### src/rtl/xchg_pkg.sv
package xchg_pkg;

  typedef struct packed {
    logic sel_even;
    logic a_drive;
    logic b_drive;
  } xchg_ctrl_t;

  localparam int NUM_B_PATHS = 2;
  localparam int PATH_EVEN   = 0;
  localparam int PATH_ODD    = 1;

endpackage

### src/rtl/xchg_ctrl_reg.sv
module xchg_ctrl_reg
  import xchg_pkg::*;
(
  input  logic       clk,
  input  logic       rst,
  input  logic       path_even,
  input  logic       drv_a_n,
  input  logic       drv_b_n,
  output xchg_ctrl_t ctrl_q
);

  function automatic xchg_ctrl_t decode_ctrl(input logic sel, input logic da_n,
                                             input logic db_n);
    xchg_ctrl_t c;
    c.sel_even = sel;
    c.a_drive  = ~da_n;
    c.b_drive  = ~db_n;
    return c;
  endfunction

  always_ff @(posedge clk) begin
    if (rst) begin
      ctrl_q <= '0;
    end else begin
      ctrl_q <= decode_ctrl(path_even, drv_a_n, drv_b_n);
    end
  end

endmodule

### src/rtl/xchg_hold_reg.sv
module xchg_hold_reg #(
  parameter int W = 12
) (
  input  logic         clk,
  input  logic         rst,
  input  logic         load_n,
  input  logic [W-1:0] d,
  output logic [W-1:0] q
);

  always_ff @(posedge clk) begin
    if (rst) begin
      q <= '0;
    end else if (!load_n) begin
      q <= d;
    end
  end

endmodule

### src/rtl/xchg_port_keeper.sv
module xchg_port_keeper #(
  parameter int W = 12
) (
  input  logic         clk,
  input  logic         rst,
  input  logic         drive,
  input  logic [W-1:0] drv_val,
  input  logic [W-1:0] ext_in,
  output logic [W-1:0] line,
  output logic [W-1:0] out_val
);

  logic [W-1:0] keep_q;

  function automatic logic [W-1:0] resolve(input logic drv, input logic [W-1:0] own,
                                           input logic [W-1:0] ext);
    return drv ? own : ext;
  endfunction

  assign line    = resolve(drive, drv_val, ext_in);
  assign out_val = resolve(drive, drv_val, keep_q);

  always_ff @(posedge clk) begin
    if (rst) begin
      keep_q <= '0;
    end else begin
      keep_q <= line;
    end
  end

endmodule

### src/rtl/tri_port_exchanger.sv
module tri_port_exchanger
  import xchg_pkg::*;
#(
  parameter int W = 12
) (
  input  logic         clk,
  input  logic         rst,
  input  logic [W-1:0] a_in,
  output logic [W-1:0] a_out,
  output logic         a_oe,
  input  logic [W-1:0] b_even_in,
  output logic [W-1:0] b_even_out,
  output logic         b_even_oe,
  input  logic [W-1:0] b_odd_in,
  output logic [W-1:0] b_odd_out,
  output logic         b_odd_oe,
  input  logic         ld_a_even_n,
  input  logic         ld_a_odd_n,
  input  logic         ld_even_a_n,
  input  logic         ld_odd_a_n,
  input  logic         path_even,
  input  logic         drv_a_n,
  input  logic         drv_b_n
);

  localparam int NP = NUM_B_PATHS;

  xchg_ctrl_t   ctrl_q;
  logic [W-1:0] a_line;
  logic [W-1:0] a_drv_val;
  logic [W-1:0] q_a2b  [NP];
  logic [W-1:0] q_b2a  [NP];
  logic [W-1:0] b_in_v [NP];
  logic [W-1:0] b_line [NP];
  logic [W-1:0] b_out_v[NP];
  logic         ld_a2b_n[NP];
  logic         ld_b2a_n[NP];

  function automatic logic [W-1:0] pick_return(input logic sel_even,
                                               input logic [W-1:0] even_v,
                                               input logic [W-1:0] odd_v);
    return sel_even ? even_v : odd_v;
  endfunction

  assign b_in_v[PATH_EVEN]   = b_even_in;
  assign b_in_v[PATH_ODD]    = b_odd_in;
  assign ld_a2b_n[PATH_EVEN] = ld_a_even_n;
  assign ld_a2b_n[PATH_ODD]  = ld_a_odd_n;
  assign ld_b2a_n[PATH_EVEN] = ld_even_a_n;
  assign ld_b2a_n[PATH_ODD]  = ld_odd_a_n;

  xchg_ctrl_reg u_ctrl (
    .clk       (clk),
    .rst       (rst),
    .path_even (path_even),
    .drv_a_n   (drv_a_n),
    .drv_b_n   (drv_b_n),
    .ctrl_q    (ctrl_q)
  );

  assign a_drv_val = pick_return(ctrl_q.sel_even, q_b2a[PATH_EVEN], q_b2a[PATH_ODD]);

  xchg_port_keeper #(.W(W)) u_keep_a (
    .clk     (clk),
    .rst     (rst),
    .drive   (ctrl_q.a_drive),
    .drv_val (a_drv_val),
    .ext_in  (a_in),
    .line    (a_line),
    .out_val (a_out)
  );

  assign a_oe = ctrl_q.a_drive;

  for (genvar g = 0; g < NP; g++) begin : g_path
    xchg_hold_reg #(.W(W)) u_a2b (
      .clk    (clk),
      .rst    (rst),
      .load_n (ld_a2b_n[g]),
      .d      (a_line),
      .q      (q_a2b[g])
    );

    xchg_port_keeper #(.W(W)) u_keep_b (
      .clk     (clk),
      .rst     (rst),
      .drive   (ctrl_q.b_drive),
      .drv_val (q_a2b[g]),
      .ext_in  (b_in_v[g]),
      .line    (b_line[g]),
      .out_val (b_out_v[g])
    );

    xchg_hold_reg #(.W(W)) u_b2a (
      .clk    (clk),
      .rst    (rst),
      .load_n (ld_b2a_n[g]),
      .d      (b_line[g]),
      .q      (q_b2a[g])
    );
  end

  assign b_even_out = b_out_v[PATH_EVEN];
  assign b_odd_out  = b_out_v[PATH_ODD];
  assign b_even_oe  = ctrl_q.b_drive;
  assign b_odd_oe   = ctrl_q.b_drive;

endmodule

### config.mk
export PLATFORM = sky130hd
export DESIGN_NAME = tri_port_exchanger
export DESIGN_NICKNAME = d
export VERILOG_FILES = /design/src/rtl/xchg_pkg.sv /design/src/rtl/xchg_ctrl_reg.sv /design/src/rtl/xchg_hold_reg.sv /design/src/rtl/xchg_port_keeper.sv /design/src/rtl/tri_port_exchanger.sv
export SDC_FILE = /design/constraint.sdc
export NUM_CORES = 1
export LEC_CHECK = 0
export ABC_AREA = 1
export CORE_MARGIN = 2
export CORE_UTILIZATION = 35
export CTS_CLUSTER_SIZE = 25
export DETAILED_ROUTE_END_ITERATION = 12
export GPL_ROUTABILITY_DRIVEN = 0
export PLACE_DENSITY = 0.73
export SETUP_SLACK_MARGIN = 0.2
export SYNTH_ARGS = -nofsm -noshare
export SYNTH_HDL_FRONTEND = slang
export SYNTH_SLANG_ARGS = --single-unit
### constraint.sdc
create_clock -name clk -period 1 [get_ports clk]
set_input_delay 0.1 -clock clk [delete_from_list [all_inputs] [get_ports clk]]
set_output_delay 0.1 -clock clk [all_outputs]
set_load 0.02 [all_outputs]
==> flow_summary.toml, run 1 <==
[run_status]
status = "finished, violations left"
violations = "setup timing"

[cts]
cts_sinks = 87
clock_latency_ns = 0.36
root_buffer = "clkbuf_8"
path_clk_slew_ns = 0.09
cts_tree = "done"
htree_levels = 3
cts_buffer_depth = 2
cts_made_buffers = 9

[layout]
n_antenna_cell = 0
fillCellCount = 728
drive_gt1_share_pct = 56.6
ff_latch_area_sq_um = 1750
fin_area_sq_um = 7450
multi_input_comb_area_sq_um = 2830
final_cells = 884
final_nets = 786
area_growth_pct = 93.8
utilization_pct = 69.0

[routing]
vias = 4381
routed_wl_um = 15600
drtIter0Drc = 278
vias_per_cell = 4.96
post_drt_wl_per_cell_um = 17.6
post-route-drc-count = 0
dr.pass1.iters = 4
ant_nets = 0

[placed_design]
place_hpwl_um = 7590
placed_cell_area_sq_um = 5910
io_buffers = 83
dp_cells = 829

[global_route]
grt_pass1_vias = 4271
grt_usage_pct = 24.1
grt_pass1_wl_um = 21800
grt_overflow = 0
grt_max_degree = 57
antenna_found_initial = 0

[yosys]
yosysUniqueCellTypes = 14
ys_seq_area_share_pct = 45.3
synth-seq-cells = 87
synth_most_common_cell = "nand2_1"
syn_area_per_cell_sq_um = 6.72
yosys-top-cells-count = "nand2_1 (204), dfxtp_1 (87), inv_1 (75), a21oi_1 (60), nor2_1 (51)"
async_reset_ff_share_pct = 0
synth_area_leader_cell = "dfxtp_1"
synth_area_leaders = "dfxtp_1 (45%), nand2_1 (20%), a21oi_1 (7.8%), inv_1 (7.3%), nor2_1 (5.0%)"
synth_area_sq_um = 3840
synth.net_count = 617
ys_warn_count = 0
synth_edf_count = 0
synth_cells = 572
ys.flop_type = "dfxtp_1"
synth_top_area_share_pct = 45.3

[power_and_ir_drop]
report.power.total_uw = 9140
p_sw_uw = 2840
p_comb_share_pct = 30.7
clkPwrFrac_pct = 27.3
leakage_uw = 0.00360
ir_drop_v = 0.000720
pwr-share-seq_pct = 42.0
powerDensity_nw_per_um2 = 1230
intPower_uw = 6300
power.share.switching_pct = 31.1

[sta]
worst_slack_ns = -0.439
rsz0062_at_grt = "true"
skew_ns = 0.0153
relSlewSlack_pct = 80.1
hold_violations = 0
drv_slew = 0
setup-tns-final_ns = -34.13
finalSetupViolCount = 123
fin_crit_sh_pct = 144
max_freq_mhz = 695
max_slew.worst_pin.slew_ns = 0.299
finalCriticalPeriod_ns = 1.44

[die]
die-area_sq_um = 11800
rows = 38
die_h_um = 109
die_width_um = 109
coreArea_sq_um = 10800
pin_count = 84
start_util_pct = 35.6

[worst_setup_path]
arrival_ns = 1.34
crit_path_max_fanout = 13
crit_type = "reg -> out"
cp.required_ns = 0.90
endpoint_kind = "primary output"
ff2ff_path_depth = 10
start_kind = "register"

[worst_hold_path]
worstHoldPathType = "in -> reg"
worstHoldPathCells = 3

[run]
max-cap-violations = 0
-- cells in the final DEF (no fill, tap or decap), drive strengths merged --
master | Yosys | final
nand2 | 204 | 204
buf | 25 | 147
nand3 | 36 | 36
o21ai | 24 | 24
dfxtp | 87 | 87
clkdlybuf4s50 | 0 | 43
nor2 | 51 | 51
clkbuf | 7 | 13
bufinv | 0 | 1
inv | 78 | 78
a21oi | 60 | 60
-- critical path, cell delays in order, from the launching register on --
cell     delay [ns]
dfxtp_4        0.46
inv_8          0.06
buf_12         0.16
nand2_2        0.08
nand2_2        0.08
buf_6          0.14
-- what timing repair did --
action,CTS,global route
resized for setup,337,117
setup buffers,20,13
endpoints found under the setup margin,123,123
pin swaps,55,49
cloned,8,0
hold buffers,0,0
-- per-stage QoR --
step	setup WS [ns]	hold slack, ns
6_report	-0.439	0.195
2_1_floorplan	-0.0453	0.163
4_1_cts	-0.400	0.177
3_5_place_dp	-0.459	0.498
5_1_grt	-0.462	0.195
3_3_place_gp	-0.451	0.490
-- power by group through the flow --
stage | clock (uW) | sequential [uW] | combinational [uW]
2_1_floorplan | 0 | 3870 | 1200
3_3_place_gp | 0 | 3880 | 1980
3_5_place_dp | 0 | 3890 | 2010
4_1_cts | 2480 | 3820 | 2430
5_1_grt | 2620 | 3860 | 2960
6_report | 2490 | 3840 | 2810
-- sequential cells by signal, indices dropped and copies added (netlist names) --
| signal | count |
|---|---|
| g_path.u_b2a.q | 24 |
| u_keep_a.keep_q | 12 |
| g_path.u_keep_b.keep_q | 24 |
| u_ctrl.ctrl_q | 3 |
| g_path.u_a2b.q | 24 |
-- cell type report --
cell class	instances	share of cell area (%)
clock buffer	13	2.13
clock inverter	1	0.403
inverter	78	4.17
multi-input combinational	375	38.0
sequential	87	23.5
tap	140	2.35
timing repair buffer	190	29.4
-- final timing paths --
kind                                      startpoint                      endpoint  slack (ns)
worst max-delay path                u_ctrl.ctrl_q[0]                  b_odd_out[0]       -0.44
worst min-delay path                             rst            u_keep_a.keep_q[1]        0.20
worst max register to register      u_ctrl.ctrl_q[2]          g_path[0].u_a2b.q[4]       -0.37
worst min register to register  g_path[1].u_a2b.q[8]  g_path[1].u_keep_b.keep_q[8]        0.51
-- logic make-up after synthesis --
family,Yosys count,synth area share (%)
simple gates,291,30.9
flops,87,45.3
buf+inv,110,12.8
compound gates,84,10.9
-- metal layers --
| layer | routed length [um] | part of all wire, % | global-route usage, % | vias up |
|---|---|---|---|---|
| met5 | 0 | 0 | 0 | - |
| met2 | 7510 | 48 | 39.1 | 180 |
| met3 | 1030 | 6.6 | 4.54 | 43 |
| met4 | 553 | 3.6 | 11.2 | 0 |
| li1 | - | - | - | 2085 |
| met1 | 6480 | 42 | 31.1 | 2073 |
No activity file was read; power rests on OpenSTA's default activity.
==> inputs of run 2 (changes only) <==
- CORE_ASPECT_RATIO: default -> 0.75
==> flow_summary.toml, run 2 (synthesis gave the netlist of run 1 again) <==
[sta]
finalSetupViolCount = 123
hold_violations = 0
finalCriticalPeriod_ns = 1.41
fin_crit_sh_pct = 141
rsz0062_at_grt = "true"
worst_slack_ns = -0.408
skew_ns = 0.00885
relSlewSlack_pct = 83.4
max_slew.worst_pin.slew_ns = 0.249
max_freq_mhz = 710
drv_slew = 0

[routing]
vias_per_cell = 4.78
post-route-drc-count = 0
drtIter0Drc = 165
post_drt_wl_per_cell_um = 15.6
dr.pass1.iters = 4
routed_wl_um = 13600
ant_nets = 0
vias = 4155

[die]
pin_count = 84
start_util_pct = 35.5
rows = 33
die_h_um = 94.7
die-area_sq_um = 11800
coreArea_sq_um = 10800
die_width_um = 125

[cts]
cts_made_buffers = 9
root_buffer = "clkbuf_16"
cts_buffer_depth = 2
path_clk_slew_ns = 0.07
clock_latency_ns = 0.35
htree_levels = 3
cts_tree = "done"
cts_sinks = 87

[worst_setup_path]
reg2reg_to = "g_path[1].u_b2a.q[1]"
ff2ff_path_depth = 8
endpoint_kind = "primary output"
r2r_slack_ns = -0.36
reg2reg_from = "u_ctrl.ctrl_q[0]"
startpoint = "u_ctrl.ctrl_q[0]"
crit_type = "reg -> out"
arrival_ns = 1.31
path_cells = "buf_6, buf_16, nand2_2, nand2_2, buf_6"
crit_path_max_fanout = 6
start_kind = "register"
cp.required_ns = 0.90
slowest_delay_ns = 0.42
crit_path_end = "b_odd_out[7]"
worst_path_max_delay_cell = "dfxtp_4"

[power_and_ir_drop]
leakage_uw = 0.00368
p_comb_share_pct = 26.0
report.power.total_uw = 9930
pwr-share-seq_pct = 38.9
clkPwrFrac_pct = 35.1
p_sw_uw = 3030
intPower_uw = 6900
power.share.switching_pct = 30.5
ir_drop_v = 0.000708
powerDensity_nw_per_um2 = 1360

[layout]
final_nets = 769
utilization_pct = 67.6
layout_top_registers = "g_path.u_a2b.q x24, g_path.u_b2a.q x24, g_path.u_keep_b.keep_q x24"
fin_area_sq_um = 7310
drive_gt1_share_pct = 52.8
area_growth_pct = 90.3
fillCellCount = 829
final_cell_mix = "nand2_2 (90), dfxtp_1 (84), nand2_4 (76), inv_1 (75), buf_6 (72)"
n_antenna_cell = 0
final_common_cell = "nand2_2"

[global_route]
grt_pass1_vias = 4281
grtUsageMet2_pct = 39.3
use_met1_pct = 29.2
grt_pass1_wl_um = 21300
grt_usage_pct = 23.1
grt_max_degree = 35
grt-busiest-layer = "met2"
grt_use_met3_pct = 4.93
grt_overflow = 0
antenna_found_initial = 0

[run_status]
violations = "setup timing"
status = "finished, violations left"

[placed_design]
place_ws_ns = -0.623
io_buffers = 83
place_hpwl_um = 8170
placed_cell_area_sq_um = 5750

[run]
max-cap-violations = 0

[worst_hold_path]
worstHoldPathType = "in -> reg"
==> run 2: cell count changes in the layout (fill, tap and decap cells not counted), moves of 9 or more <==
cell       previous run  this run
buf_4                41        31
clkbuf_16             0        10
clkbuf_8             11         0
nand2_2             110        90
nand2_4              61        76
nand3_4              20        11
==> run 2: power groups by stage <==
stage	logic, uW	registers (uW)	clock network [uW]
2_1_floorplan	1200	3870	0
3_3_place_gp	1930	3890	0
3_5_place_dp	1970	3900	0
4_1_cts	2380	3860	3540
5_1_grt	2770	3880	3680
6_report	2580	3870	3490
==> run 2: area by class of cell <==
class	count	area (sq um)	area share [%]
multi-input cells	375	2770	37.8
repair buffers	171	1960	26.8
flip-flops and latches	87	1750	24.0
inverters	78	322	4.40
clock buffers	9	225	3.08
well taps	140	175	2.40
clock inverters	7	77.6	1.06
repair inverters	2	36.3	0.496
==> run 2: how the worst min path moves through the flow <==
stage,start,cells after the start,slack (ns),endpoint
global route,rst,2,0.09,u_ctrl.ctrl_q[0]
finish,rst,2,0.08,u_ctrl.ctrl_q[1]
detailed placement,rst,2,0.44,u_ctrl.ctrl_q[1]
global placement,rst,2,0.43,u_ctrl.ctrl_q[1]
floorplan,drv_b_n,1,0.16,u_ctrl.ctrl_q[0]
CTS,rst,2,0.08,u_ctrl.ctrl_q[1]
==> run 2: through the flow <==
step           hold WS (ns)  std cells  setup TNS [ns]
5_1_grt              0.0870        869          -37.49
2_1_floorplan         0.163        572           -1.51
6_report             0.0836        869          -30.79
3_3_place_gp          0.425        816          -32.99
4_1_cts              0.0781        859          -27.54
3_5_place_dp          0.445        816          -35.27
==> run 2: worst max-delay path: cells and delay by family, from the launching register on <==
family        cells  cell delay (ns)
buf+inv           3             0.37
simple gates      2             0.17
flops             1             0.42
==> run 2: routing by layer <==
metal / share of wire [%] / routed length (um)
met5: 0 / 0
met2: 49 / 6630
met4: 1.5 / 204
met1: 44 / 5980
met3: 5.6 / 762
==> run 2: what timing repair did <==
| item | 4_1_cts | 5_1_grt |
|---|---|---|
| pin swaps | 47 | 25 |
| endpoints found under the hold margin | 0 | 0 |
| gates cloned | 4 | 1 |
| endpoints found under the setup margin | 123 | 123 |
| hold buffers | 0 | 0 |
| resized for setup | 379 | 69 |
| setup buffers | 23 | 9 |
==> inputs of run 3 (changes only) <==
- CELL_PAD_IN_SITES_DETAIL_PLACEMENT: default -> 1
- CELL_PAD_IN_SITES_GLOBAL_PLACEMENT: default -> 1
- CORE_UTILIZATION: 35 -> 32
- PLACE_DENSITY: 0.73 -> 0.88
==> flow_summary.toml, run 3 (synthesis gave the netlist of run 1 again) <==
[cts]
cts_sinks = 87
cts_tree = "done"
clock_latency_ns = 0.36
path_clk_slew_ns = 0.07
root_buffer = "clkbuf_16"
cts_hold_buf = 0
cts_made_buffers = 9
htree_levels = 3
cts_buffer_depth = 2

[routing]
post-route-drc-count = 0
vias = 4457
ant_nets = 0
vias_per_cell = 5.09
routed_wl_um = 18400
dr.pass1.iters = 5
post_drt_wl_per_cell_um = 21.0
drtIter0Drc = 269

[worst_setup_path]
arrival_ns = 1.37
start_kind = "register"
reg2reg_from = "u_ctrl.ctrl_q[1]"
crit_type = "reg -> out"
endpoint_kind = "primary output"
reg2reg_to = "g_path[1].u_a2b.q[1]"
cp.required_ns = 0.90
crit_path_max_fanout = 12
ff2ff_path_depth = 9
r2r_slack_ns = -0.40

[sta]
finalSetupViolCount = 117
drv_slew = 0
rsz0062_at_grt = "true"
skew_ns = 0.0109
finalCriticalPeriod_ns = 1.47
relSlewSlack_pct = 81.9
hold_violations = 0
max_slew.worst_pin.slew_ns = 0.270
setup-tns-final_ns = -32.73
fin_crit_sh_pct = 147
worst_slack_ns = -0.470
max_freq_mhz = 680

[layout]
area_growth_pct = 83.7
n_antenna_cell = 0
final_cell_mix = "nand2_2 (91), dfxtp_1 (84), inv_1 (69), nand2_4 (53)"
drive_gt1_share_pct = 50.6
final_common_cell = "nand2_2"
final_nets = 753
layout_top_registers = "g_path.u_a2b.q x24, g_path.u_b2a.q x24, g_path.u_keep_b.keep_q x24"

[global_route]
antenna_found_initial = 0
grt_pass1_wl_um = 26600
grt_overflow = 0
grt_max_degree = 47
grt_pass1_vias = 4806
grt_usage_pct = 28.0

[die]
die_width_um = 131
die-area_sq_um = 12900
coreArea_sq_um = 11700
die_h_um = 98.9
rows = 34
pin_count = 84
start_util_pct = 33.0

[run_status]
violations = "setup timing"
status = "finished, violations left"

[run]
max-cap-violations = 0

[power_and_ir_drop]
ir_drop_v = 0.00112
powerDensity_nw_per_um2 = 1410
leakage_uw = 0.00345
report.power.total_uw = 9990

[placed_design]
io_buffers = 83
place_hpwl_um = 9720

[worst_hold_path]
worstHoldPathCells = 3
worstHoldPathType = "in -> reg"
hold_end = "g_path[1].u_keep_b.keep_q[11]"
hp-start = "rst"
==> run 3: timing repair <==
action / 4_1_cts / 5_1_grt
resized for setup: 328 / 79
pin swaps: 26 / 59
setup buffers: 13 / 7
setup endpoints to repair: 123 / 123
cloned: 5 / 0
==> run 3: worst max-delay path, cell delays in order, from the launching register on <==
cell and delay, ns:
dfxtp_4 0.41, buf_12 0.18, nand2_2 0.08, nand3_4 0.12, nand2_4 0.06, buf_4 0.15
==> run 3: worst max path at each step <==
stage,from,to,cells after the start
2_1_floorplan,u_ctrl.ctrl_q[0],b_even_out[10],6
3_3_place_gp,u_ctrl.ctrl_q[2],a_out[11],5
3_5_place_dp,u_ctrl.ctrl_q[2],a_out[11],5
4_1_cts,u_ctrl.ctrl_q[0],b_even_out[2],5
5_1_grt,u_ctrl.ctrl_q[0],b_even_out[10],5
6_report,u_ctrl.ctrl_q[2],a_out[1],5
==> run 3: metal layers <==
metal / GRT usage (%) / routed length, um / part of all wire, %
met1: 32.6 / 7230 / 39
met2: 50.0 / 9370 / 51
met3: 6.41 / 986 / 5.4
met4: 10.1 / 820 / 4.5
met5: 0 / 0 / 0
==> run 3: area by class of cell <==
cell class	count	area, sq um
fill	1342	4600
timing repair inverter	2	40.0
sequential	87	1750
clock buffer	11	243
tap	162	203
inverter	78	333
clock inverter	5	58.8
multi-input combinational	375	2750
timing repair buffer	155	1680
==> run 3: where the power goes <==
| part | internal (uW) | switching, uW |
|---|---|---|
| registers | 3710 | 177 |
| clock network | 2010 | 1490 |
| logic | 1120 | 1480 |
| total | 6840 | 3150 |
==> run 3: through the flow <==
stage | area, sq um | utilization, % | setup WS, ns | hold slack [ns] | instances
6_report | 7060 | 60.6 | -0.470 | 0.233 | 875
5_1_grt | 7060 | 60.6 | -0.524 | 0.237 | 875
4_1_cts | 6690 | 57.4 | -0.415 | 0.217 | 868
3_5_place_dp | 5740 | 49.2 | -0.678 | 0.507 | 834
3_3_place_gp | 5740 | 49.2 | -0.621 | 0.491 | 834
2_1_floorplan | 4510 | - | -0.0453 | 0.163 | 572
